### src/rtl/fxadd_pkg.sv
package fxadd_pkg;

  localparam int IDX_W = 5;
  localparam int PRI_W = 6;
  localparam int EXT_W = 9;

  localparam logic [PRI_W-1:0] PRI_ADD = 6'd31;
  localparam logic [EXT_W-1:0] EXT_ADD = 9'd266;

  typedef struct packed {
    logic             legal;
    logic [IDX_W-1:0] rt;
    logic [IDX_W-1:0] ra;
    logic [IDX_W-1:0] rb;
    logic             oe;
    logic             rc;
  } dec_t;

  typedef struct packed {
    logic so;
    logic ov;
    logic ca;
  } xer_t;

  typedef struct packed {
    logic lt;
    logic gt;
    logic eq;
    logic so;
  } cr_t;

endpackage

### src/rtl/fxadd_dec.sv
module fxadd_dec
  import fxadd_pkg::*;
(
  input  logic [31:0] word_i,
  output dec_t        dec_o
);

  logic [PRI_W-1:0] pri;
  logic [EXT_W-1:0] ext;

  // Fields are taken with bit 31 as the most significant bit of the word.
  always_comb begin
    pri         = word_i[31:26];
    ext         = word_i[9:1];
    dec_o.rt    = word_i[25:21];
    dec_o.ra    = word_i[20:16];
    dec_o.rb    = word_i[15:11];
    dec_o.oe    = word_i[10];
    dec_o.rc    = word_i[0];
    dec_o.legal = (pri == PRI_ADD) && (ext == EXT_ADD);
  end

endmodule

### src/rtl/fxadd_gpr.sv
module fxadd_gpr #(
  parameter int XLEN = 32,
  parameter int NREG = 32,
  localparam int AW  = $clog2(NREG)
) (
  input  logic            clk,
  input  logic [AW-1:0]   ra_addr_i,
  output logic [XLEN-1:0] ra_data_o,
  input  logic [AW-1:0]   rb_addr_i,
  output logic [XLEN-1:0] rb_data_o,
  input  logic [AW-1:0]   rt_addr_i,
  output logic [XLEN-1:0] rt_data_o,
  input  logic            we_i,
  input  logic [AW-1:0]   waddr_i,
  input  logic [XLEN-1:0] wdata_i
);

  logic [XLEN-1:0] mem_q [NREG];
  logic [NREG-1:0] row_en;

  // One-hot row enables; the datapath storage carries no reset.
  generate
    for (genvar g = 0; g < NREG; g++) begin : g_row
      assign row_en[g] = we_i && (waddr_i == AW'(g));
    end
  endgenerate

  always_ff @(posedge clk) begin
    for (int i = 0; i < NREG; i++) begin
      if (row_en[i]) mem_q[i] <= wdata_i;
    end
  end

  assign ra_data_o = mem_q[ra_addr_i];
  assign rb_data_o = mem_q[rb_addr_i];
  assign rt_data_o = mem_q[rt_addr_i];

endmodule

### src/rtl/fxadd_alu.sv
module fxadd_alu #(
  parameter int XLEN = 32
) (
  input  logic [XLEN-1:0] a_i,
  input  logic [XLEN-1:0] b_i,
  output logic [XLEN-1:0] sum_o,
  output logic            ovf_o,
  output logic            lt_o,
  output logic            gt_o,
  output logic            eq_o
);

  localparam int MSB = XLEN - 1;

  always_comb begin
    sum_o = a_i + b_i;
    // Signed overflow: operands agree in sign, result disagrees.
    ovf_o = (a_i[MSB] ~^ b_i[MSB]) & (sum_o[MSB] ^ a_i[MSB]);
    eq_o  = ~|sum_o;
    lt_o  = sum_o[MSB];
    gt_o  = ~sum_o[MSB] & ~eq_o;
  end

endmodule

### src/rtl/fxadd_exec.sv
module fxadd_exec
  import fxadd_pkg::*;
#(
  parameter int XLEN = 32,
  parameter int NREG = 32,
  localparam int AW  = $clog2(NREG)
) (
  input  logic            clk,
  input  logic            rst_n,
  input  logic            instr_valid_i,
  input  logic [31:0]     instr_i,
  input  logic            tp_we_i,
  input  logic [AW-1:0]   tp_addr_i,
  input  logic [XLEN-1:0] tp_wdata_i,
  output logic [XLEN-1:0] tp_rdata_o,
  output logic            gpr_we_o,
  output logic [AW-1:0]   gpr_waddr_o,
  output logic [XLEN-1:0] gpr_wdata_o,
  output logic            xer_so_o,
  output logic            xer_ov_o,
  output logic            xer_ca_o,
  output logic [3:0]      cr0_o,
  output logic            illegal_o
);

  dec_t            dec;
  logic [XLEN-1:0] opa, opb, sum;
  logic            ovf, res_lt, res_gt, res_eq;
  logic            fire, reject;

  logic            rf_we;
  logic [AW-1:0]   rf_waddr;
  logic [XLEN-1:0] rf_wdata;

  xer_t            xer_q, xer_n;
  cr_t             cr_q, cr_n;
  logic            we_q, we_n;
  logic [AW-1:0]   waddr_q, waddr_n;
  logic [XLEN-1:0] wdata_q, wdata_n;
  logic            ill_q, ill_n;
  logic            res_en;

  fxadd_dec u_dec (
    .word_i (instr_i),
    .dec_o  (dec)
  );

  fxadd_gpr #(.XLEN(XLEN), .NREG(NREG)) u_gpr (
    .clk       (clk),
    .ra_addr_i (dec.ra[AW-1:0]),
    .ra_data_o (opa),
    .rb_addr_i (dec.rb[AW-1:0]),
    .rb_data_o (opb),
    .rt_addr_i (tp_addr_i),
    .rt_data_o (tp_rdata_o),
    .we_i      (rf_we),
    .waddr_i   (rf_waddr),
    .wdata_i   (rf_wdata)
  );

  fxadd_alu #(.XLEN(XLEN)) u_alu (
    .a_i   (opa),
    .b_i   (opb),
    .sum_o (sum),
    .ovf_o (ovf),
    .lt_o  (res_lt),
    .gt_o  (res_gt),
    .eq_o  (res_eq)
  );

  assign fire   = instr_valid_i & dec.legal;
  assign reject = instr_valid_i & ~dec.legal;

  // Register file write port: an executed add takes precedence over the test port.
  always_comb begin
    rf_we    = fire | tp_we_i;
    rf_waddr = fire ? dec.rt[AW-1:0] : tp_addr_i;
    rf_wdata = fire ? sum : tp_wdata_i;
  end

  // Next state of status, condition field and result port.
  always_comb begin
    xer_n    = xer_q;
    cr_n     = cr_q;
    we_n     = fire;
    ill_n    = reject;
    res_en   = fire;
    waddr_n  = dec.rt[AW-1:0];
    wdata_n  = sum;
    if (fire && dec.oe) begin
      xer_n.ov = ovf;
      xer_n.so = xer_q.so | ovf;
    end
    if (fire && dec.rc) begin
      cr_n.lt = res_lt;
      cr_n.gt = res_gt;
      cr_n.eq = res_eq;
      cr_n.so = xer_n.so;
    end
  end

  always_ff @(posedge clk or negedge rst_n) begin
    if (!rst_n) begin
      xer_q <= '0;
      cr_q  <= '0;
      we_q  <= 1'b0;
      ill_q <= 1'b0;
    end else begin
      xer_q <= xer_n;
      cr_q  <= cr_n;
      we_q  <= we_n;
      ill_q <= ill_n;
    end
  end

  always_ff @(posedge clk or negedge rst_n) begin
    if (!rst_n) begin
      waddr_q <= '0;
      wdata_q <= '0;
    end else if (res_en) begin
      waddr_q <= waddr_n;
      wdata_q <= wdata_n;
    end
  end

  assign gpr_we_o    = we_q;
  assign gpr_waddr_o = waddr_q;
  assign gpr_wdata_o = wdata_q;
  assign xer_so_o    = xer_q.so;
  assign xer_ov_o    = xer_q.ov;
  assign xer_ca_o    = xer_q.ca;
  assign cr0_o       = cr_q;
  assign illegal_o   = ill_q;

endmodule

### config.mk
export PLATFORM = sky130hd
export DESIGN_NAME = fxadd_exec
export DESIGN_NICKNAME = d
export VERILOG_FILES = /design/src/rtl/fxadd_pkg.sv /design/src/rtl/fxadd_dec.sv /design/src/rtl/fxadd_gpr.sv /design/src/rtl/fxadd_alu.sv /design/src/rtl/fxadd_exec.sv
export SDC_FILE = /design/constraint.sdc
export NUM_CORES = 2
export LEC_CHECK = 0
export CAP_MARGIN = 15
export CELL_PAD_IN_SITES_DETAIL_PLACEMENT = 2
export CELL_PAD_IN_SITES_GLOBAL_PLACEMENT = 2
export CORE_ASPECT_RATIO = 2
export CORE_UTILIZATION = 45
export CTS_BUF_LIST = sky130_fd_sc_hd__clkbuf_4 sky130_fd_sc_hd__clkbuf_8 sky130_fd_sc_hd__clkbuf_16
export CTS_CLUSTER_DIAMETER = 80
export DETAILED_ROUTE_END_ITERATION = 8
export PLACE_DENSITY_LB_ADDON = 0.1
export REMOVE_ABC_BUFFERS = 1
export SLEW_MARGIN = 20
export SYNTH_ARGS = -nofsm -noshare
export SYNTH_HDL_FRONTEND = slang
export SYNTH_SLANG_ARGS = --single-unit
### constraint.sdc
create_clock -name clk -period 6.57 [get_ports clk]
set_input_delay 0.657 -clock clk [delete_from_list [all_inputs] [get_ports clk]]
set_output_delay 0.657 -clock clk [all_outputs]
set_load 0.05 [all_outputs]
* Yosys cells after proc, flatten, opt, wreduce, memory -nomap -nowiden
Memory sizes are Yosys's and may differ from the RTL's. Index checks and enable logic that the tools add are counted.
Word-level totals: bits in registers 45, RAM bits 1024, bits of input ports 73, word-level logic and storage cells 284, memories 1
Operators by class: $add $sub $neg 1, equality and inequality tests 33, mux-type cells 160, bitwise logic cells 10, reductions and logical operators 69
Memories:
- u_gpr.mem_q | words 32, bits a word 32, rd ports 3, clocked after Yosys merged registers in 0, write ports 1, RTL line fxadd_gpr.sv:18 | logic [XLEN-1:0] mem_q [NREG];
Operators by type and width (count):
- $mux W32 | 32
- $reduce_or A32 Y1 | 32
- $mux W5 | 32
- $mux W1 | 95
- $eq A5 B5 Y1 const B | 16
- $eq A5 B4 Y1 const B | 8
- $logic_and A1 B1 Y1 | 35
- $add A32 B32 Y32 | 1
- $eq A5 B3 Y1 const B | 4
- $eq A5 B2 Y1 const B | 2
- $eq A9 B9 Y1 const B | 1
- $eq A6 B5 Y1 const B | 1
- $eq A5 B1 Y1 const B | 1
- $logic_not A5 Y1 | 1
- $and A1 B1 Y1 | 4
- $mux W2 | 1
- $not A1 Y1 | 2
- $or A1 B1 Y1 | 2
- $logic_not A1 Y1 | 1
- $xnor A1 B1 Y1 | 1
- $xor A1 B1 Y1 | 1

* Depth between registers and ports, before layout
word-level depth 40, depth in mapped cells 20, depth with buffers taken out 16

* Hierarchy
Synthesis repeated with hierarchy kept, for this count alone.
Unflattened totals: cells, all modules 5099, area total of the unflattened synthesis 62263.5 um2
Modules (own cells, without submodules):
- fxadd_gpr | times used 1, cells an instance 4549, area an instance 57677.8 um2, sequential area each 30749.5 um2
- fxadd_alu | times used 1, cells an instance 340, area an instance 2277.2 um2, sequential area each 0.0 um2
- fxadd_exec | times used 1, cells an instance 188, area an instance 2130.8 um2, sequential area each 1126.1 um2
- fxadd_dec | times used 1, cells an instance 22, area an instance 177.7 um2, sequential area each 0.0 um2

* Worst setup path after synthesis
OpenSTA, ideal clock, no wires.
kind input port to flip-flop, from input port instr_i[16], to memory u_gpr.mem_q[0][31] (data pin), library setup time 0.377 ns, arrival time 5.966 ns, required time 6.193 ns, setup slack 0.228 ns, stages on the path 17, path buffers 3, cell sequence clkbuf_1 buf_2 buf_1 mux4_2 mux4_2 mux2_2 ha_1 a21o_2 a221o_1 a221oi_2 a21oi_1 o21ba_2 o21ai_0 a21oi_1 nor2_1 xnor2_1 a21oi_1
On the way: cells in the longest elaborated chain, start to end 34
RTL lines:
- start: declaration | RTL line fxadd_exec.sv:11 | input logic [31:0] instr_i,
- $mem_v2 Z32 W32 *
- $add A32 B32 Y32 * | RTL line fxadd_alu.sv:16 | sum_o = a_i + b_i;
- $mux W32 * | RTL line fxadd_exec.sv:78 | rf_wdata = fire ? sum : tp_wdata_i;
- net rf_wdata[31] | RTL line fxadd_exec.sv:33 | logic [XLEN-1:0] rf_wdata;
- $mux W32 (no line) (30 in a row)
- $mux W32 (no line) *
- end: declaration | RTL line fxadd_gpr.sv:18
Mark *: on every way through the listed nets, which the timed path passes. The rest lies on a longest branch.

* Final worst setup path
from input port instr_i[11], to register cr_q (netlist bit cr0_o[1])
On the way: cells in the longest elaborated chain, start to end 4
RTL lines:
- $mem_v2 Z32 W32
- $add A32 B32 Y32 | RTL line fxadd_alu.sv:16
- $reduce_or A32 Y1 | RTL line fxadd_alu.sv:19 | eq_o = ~|sum_o;
- $logic_not A1 Y1 | RTL line fxadd_alu.sv:19
- end signal: assignment | RTL line fxadd_exec.sv:110 | cr_q <= cr_n;
- end: declaration | RTL line fxadd_exec.sv:36 | cr_t cr_q, cr_n;
Every way passes these cells. A chain may end at the register's enable or synchronous reset.

==> results.md <==
- Slack of the critical path: 796 ps
- CP Capture Type: flop
- Worst-path clk slew: 60 ps
- Crit path launch: instr_i[11]
- Grt total ovfl: 0
- Reg2reg start: u_gpr.mem_q[3][3]$_DFFE_PP_
- P_leak: 21.7 nW
- TritonCTS clock tree: yes
- Post-Syn Area: 58,800 um^2
- Hold buffers post-CTS: 0
- Drt pass-1 iters: 8
- Routed Antenna Nets: 0
- Post-synth EDFFs: 1,024
- Status: finished, final reports clean
- I/O Buffers: 149
- Endpoints failing hold: 0
- Initial Util: 0.454
- Pins Over Slew Limit: 0
- Root buffer cell: clkbuf_16
- Post-Route WL: 227 mm
- Synth Warn #: 0
- Max cap viols: 0
- RD Place Congestion: 0.867
- Setup total negative slack: 0 ps
- Worst path cell trace: buf_8, buf_12, buf_12, mux4_2, mux4_2, mux2_2, ha_1, and2_4, a221o_1, o211ai_1, a21oi_1, o21ba_2, o21ai_0, nand3_1, nor4b_1, and4b_1, a22o_1
- Final setup violation count: 0
- Cell Pwr Density: 249 nW/um^2
- First-pass GRT wire length: 316 mm
- Initial DRC count: 3,775
- Largest net degree at the start of global routing: 71
- Part of the cycle the worst path needs: 0.879
- Critical path class: input pin to flop
- Core area: 130,000 um^2
- Post-CTS Setup Inserts: 0
- DP Wirelength: 146 mm
- Setup Skew: 33.5 ps
- Number of buffers created by CTS: 100
- Via/cell ratio: 7.31
- Area growth, synth to finish: 14.9%
- Wire length per cell: 45.4 um
- Vias: 36,500
- Post-CTS Resized: 0
- RSZ-0062 raised after global routing: no
- RR Endpoint: cr0_o[1]$_DFFE_PN0P_
- CP Launch Type: input pin
- Post-synthesis sequential area ratio: 0.542
- Final nets: 3,308
- Reg2reg path depth: 14
- Yosys reg bits: 1,069
- Place WS: 67.8 ps
- Cells after Synth: 3,000
- Worst-path maximum fanout: 20
- FF-to-FF setup slack: 1070 ps
- CTS sink cnt: 1,069
- Worst path slowest cell: nor4b_1
- Slew margin rel.: 0.241
- Fmax: 173 MHz
- Asr flop ratio synth: 0.0421
- Max clock buf depth: 3
- Initial antenna violation count: 7
- # IOs: 151
- Chip width: 258 um
- Vias in the first global route: 39,700
- Synthesized area per cell: 19.6 um^2
- CP peak stage delay: 680 ps
- Die Ht: 513 um
- # rows: 187
- GRT Total Usage: 0.349
- Worst EP arrival: 6430 ps
- Slew @ Worst Pin: 1130 ps
- Peak VDD IR: 0.281 mV
- # DRC: 0
- Clock latency on the worst-skew pair: 740 ps
- Top_reg_cell synth: edfxtp_1
- Critical path destination: cr0_o[1]$_DFFE_PN0P_
- Share of layout cells above drive strength 1: 0.450
- Worst hold path type: input pin to asynchronous set/reset pin
- Worst Path Required: 7230 ps
- Minimum clock period after layout: 5770 ps
- Distinct cells, synth: 73
- H-tree levels: 3
- Die area: 132,000 um^2
==> cells in the final DEF, fill, tap and decap left out, drive strengths merged, types with 6 or more instances in the layout <==
cell,n
and3,6
nand3,15
inv,21
nand2,252
a21o,26
edfxtp,1024
nor3,8
or2,10
bufinv,16
nor2,71
a211oi,11
buf,222
clkinv,39
or3,8
mux4,956
ha,31
clkbuf,128
a31oi,15
mux2i,10
mux2,64
a21oi,39
clkdlybuf4s50,134
xnor2,13
nand4,7
nor2b,8
o21ai,28
and2,8
o21a,7
dfrtp,45
==> metal layers <==
metal  share of wire  vias up  GRT usage
li1                -    13600          -
met1            0.34    20100      0.419
met2            0.52     2182      0.597
met3           0.073      617     0.0541
met4           0.068       10      0.203
met5         0.00026        -          0
==> worst max-delay path: cells and delay by family <==
kind	cells	cell delay, ps
buf+inv	3	740
simple gates	4	1570
compound gates	6	1690
fa+ha+maj	1	410
mux	3	1280
==> through the flow <==
stage / cell area [um^2] / utilization / std cells / total power [mW] / hold slack (ps)
after floorplan: 57800 / - / 2745 / 9.21 / 361
after CTS: 67500 / 0.521 / 4991 / 16.9 / 59.5
final: 67600 / 0.521 / 4994 / 16.8 / 61.8
after global routing: 67600 / 0.521 / 4992 / 17.2 / 109
after global placement: 64000 / 0.494 / 4802 / 10.4 / 461
after detailed placement: 64000 / 0.494 / 4802 / 10.5 / 465
==> Yosys cell counts (all sizes together), types with 26 or more instances <==
cell	instances	area, um^2
edfxtp	1024	30700
ha	31	388
mux2	64	721
o21ai	28	148
clkbuf	168	634
dfrtp	45	1130
a21o	26	198
nand2	252	946
nor2	71	267
buf	87	403
mux4	956	21500
a21oi	39	195
==> registers in the layout, summed over array words and instances (netlist names) <==
name / count
illegal_o: 1
xer_ov_o: 1
xer_so_o: 1
gpr_wdata_o: 32
gpr_waddr_o: 5
cr0_o: 4
u_gpr.mem_q: 1024
gpr_we_o: 1
==> power by group <==
group | internal [mW] | total [mW] | leakage [nW] | switching, mW
sequential | 7.55 | 7.60 | 9.85 | 0.0557
combinational | 1.19 | 2.79 | 10.1 | 1.60
clock | 3.66 | 6.44 | 1.75 | 2.78
==> worst min path at each step <==
stage | from | end | slack, ps | depth (start not counted)
final | rst_n | gpr_wdata_o[1]$_DFFE_PN0P_ | 60 | 2
after global routing | rst_n | gpr_wdata_o[12]$_DFFE_PN0P_ | 110 | 2
after CTS | rst_n | gpr_wdata_o[12]$_DFFE_PN0P_ | 60 | 2
after global placement | gpr_waddr_o[0]$_DFFE_PN0P_ | gpr_waddr_o[0]$_DFFE_PN0P_ | 460 | 2
after floorplan | rst_n | cr0_o[0]$_DFFE_PN0P_ | 360 | 0
after detailed placement | gpr_wdata_o[30]$_DFFE_PN0P_ | gpr_wdata_o[30]$_DFFE_PN0P_ | 470 | 2
==> final cells by class <==
cell class / count / area (um^2)
multi-input cells: 1656 / 26100
repair buffers: 356 / 3820
inverters: 20 / 80.1
clock buffers: 128 / 2800
well taps: 1701 / 2130
fillers: 11000 / 62100
clock inverters: 61 / 757
diodes: 3 / 7.51
flip-flops and latches: 1069 / 31900
==> logic make-up after synthesis <==
logic type | count (synthesis) | synth area share
multiplexers | 1030 | 0.380
flip-flops | 1069 | 0.542
AND/OR/NAND/NOR | 422 | 0.0321
XOR/XNOR | 18 | 0.00268
other | 1 | 0.0000638
buffers and inverters | 275 | 0.0189
AO/OA/AOI/OAI | 153 | 0.0174
adder cells (fa/ha/maj) | 32 | 0.00693
(Power assumes the default switching activity.)
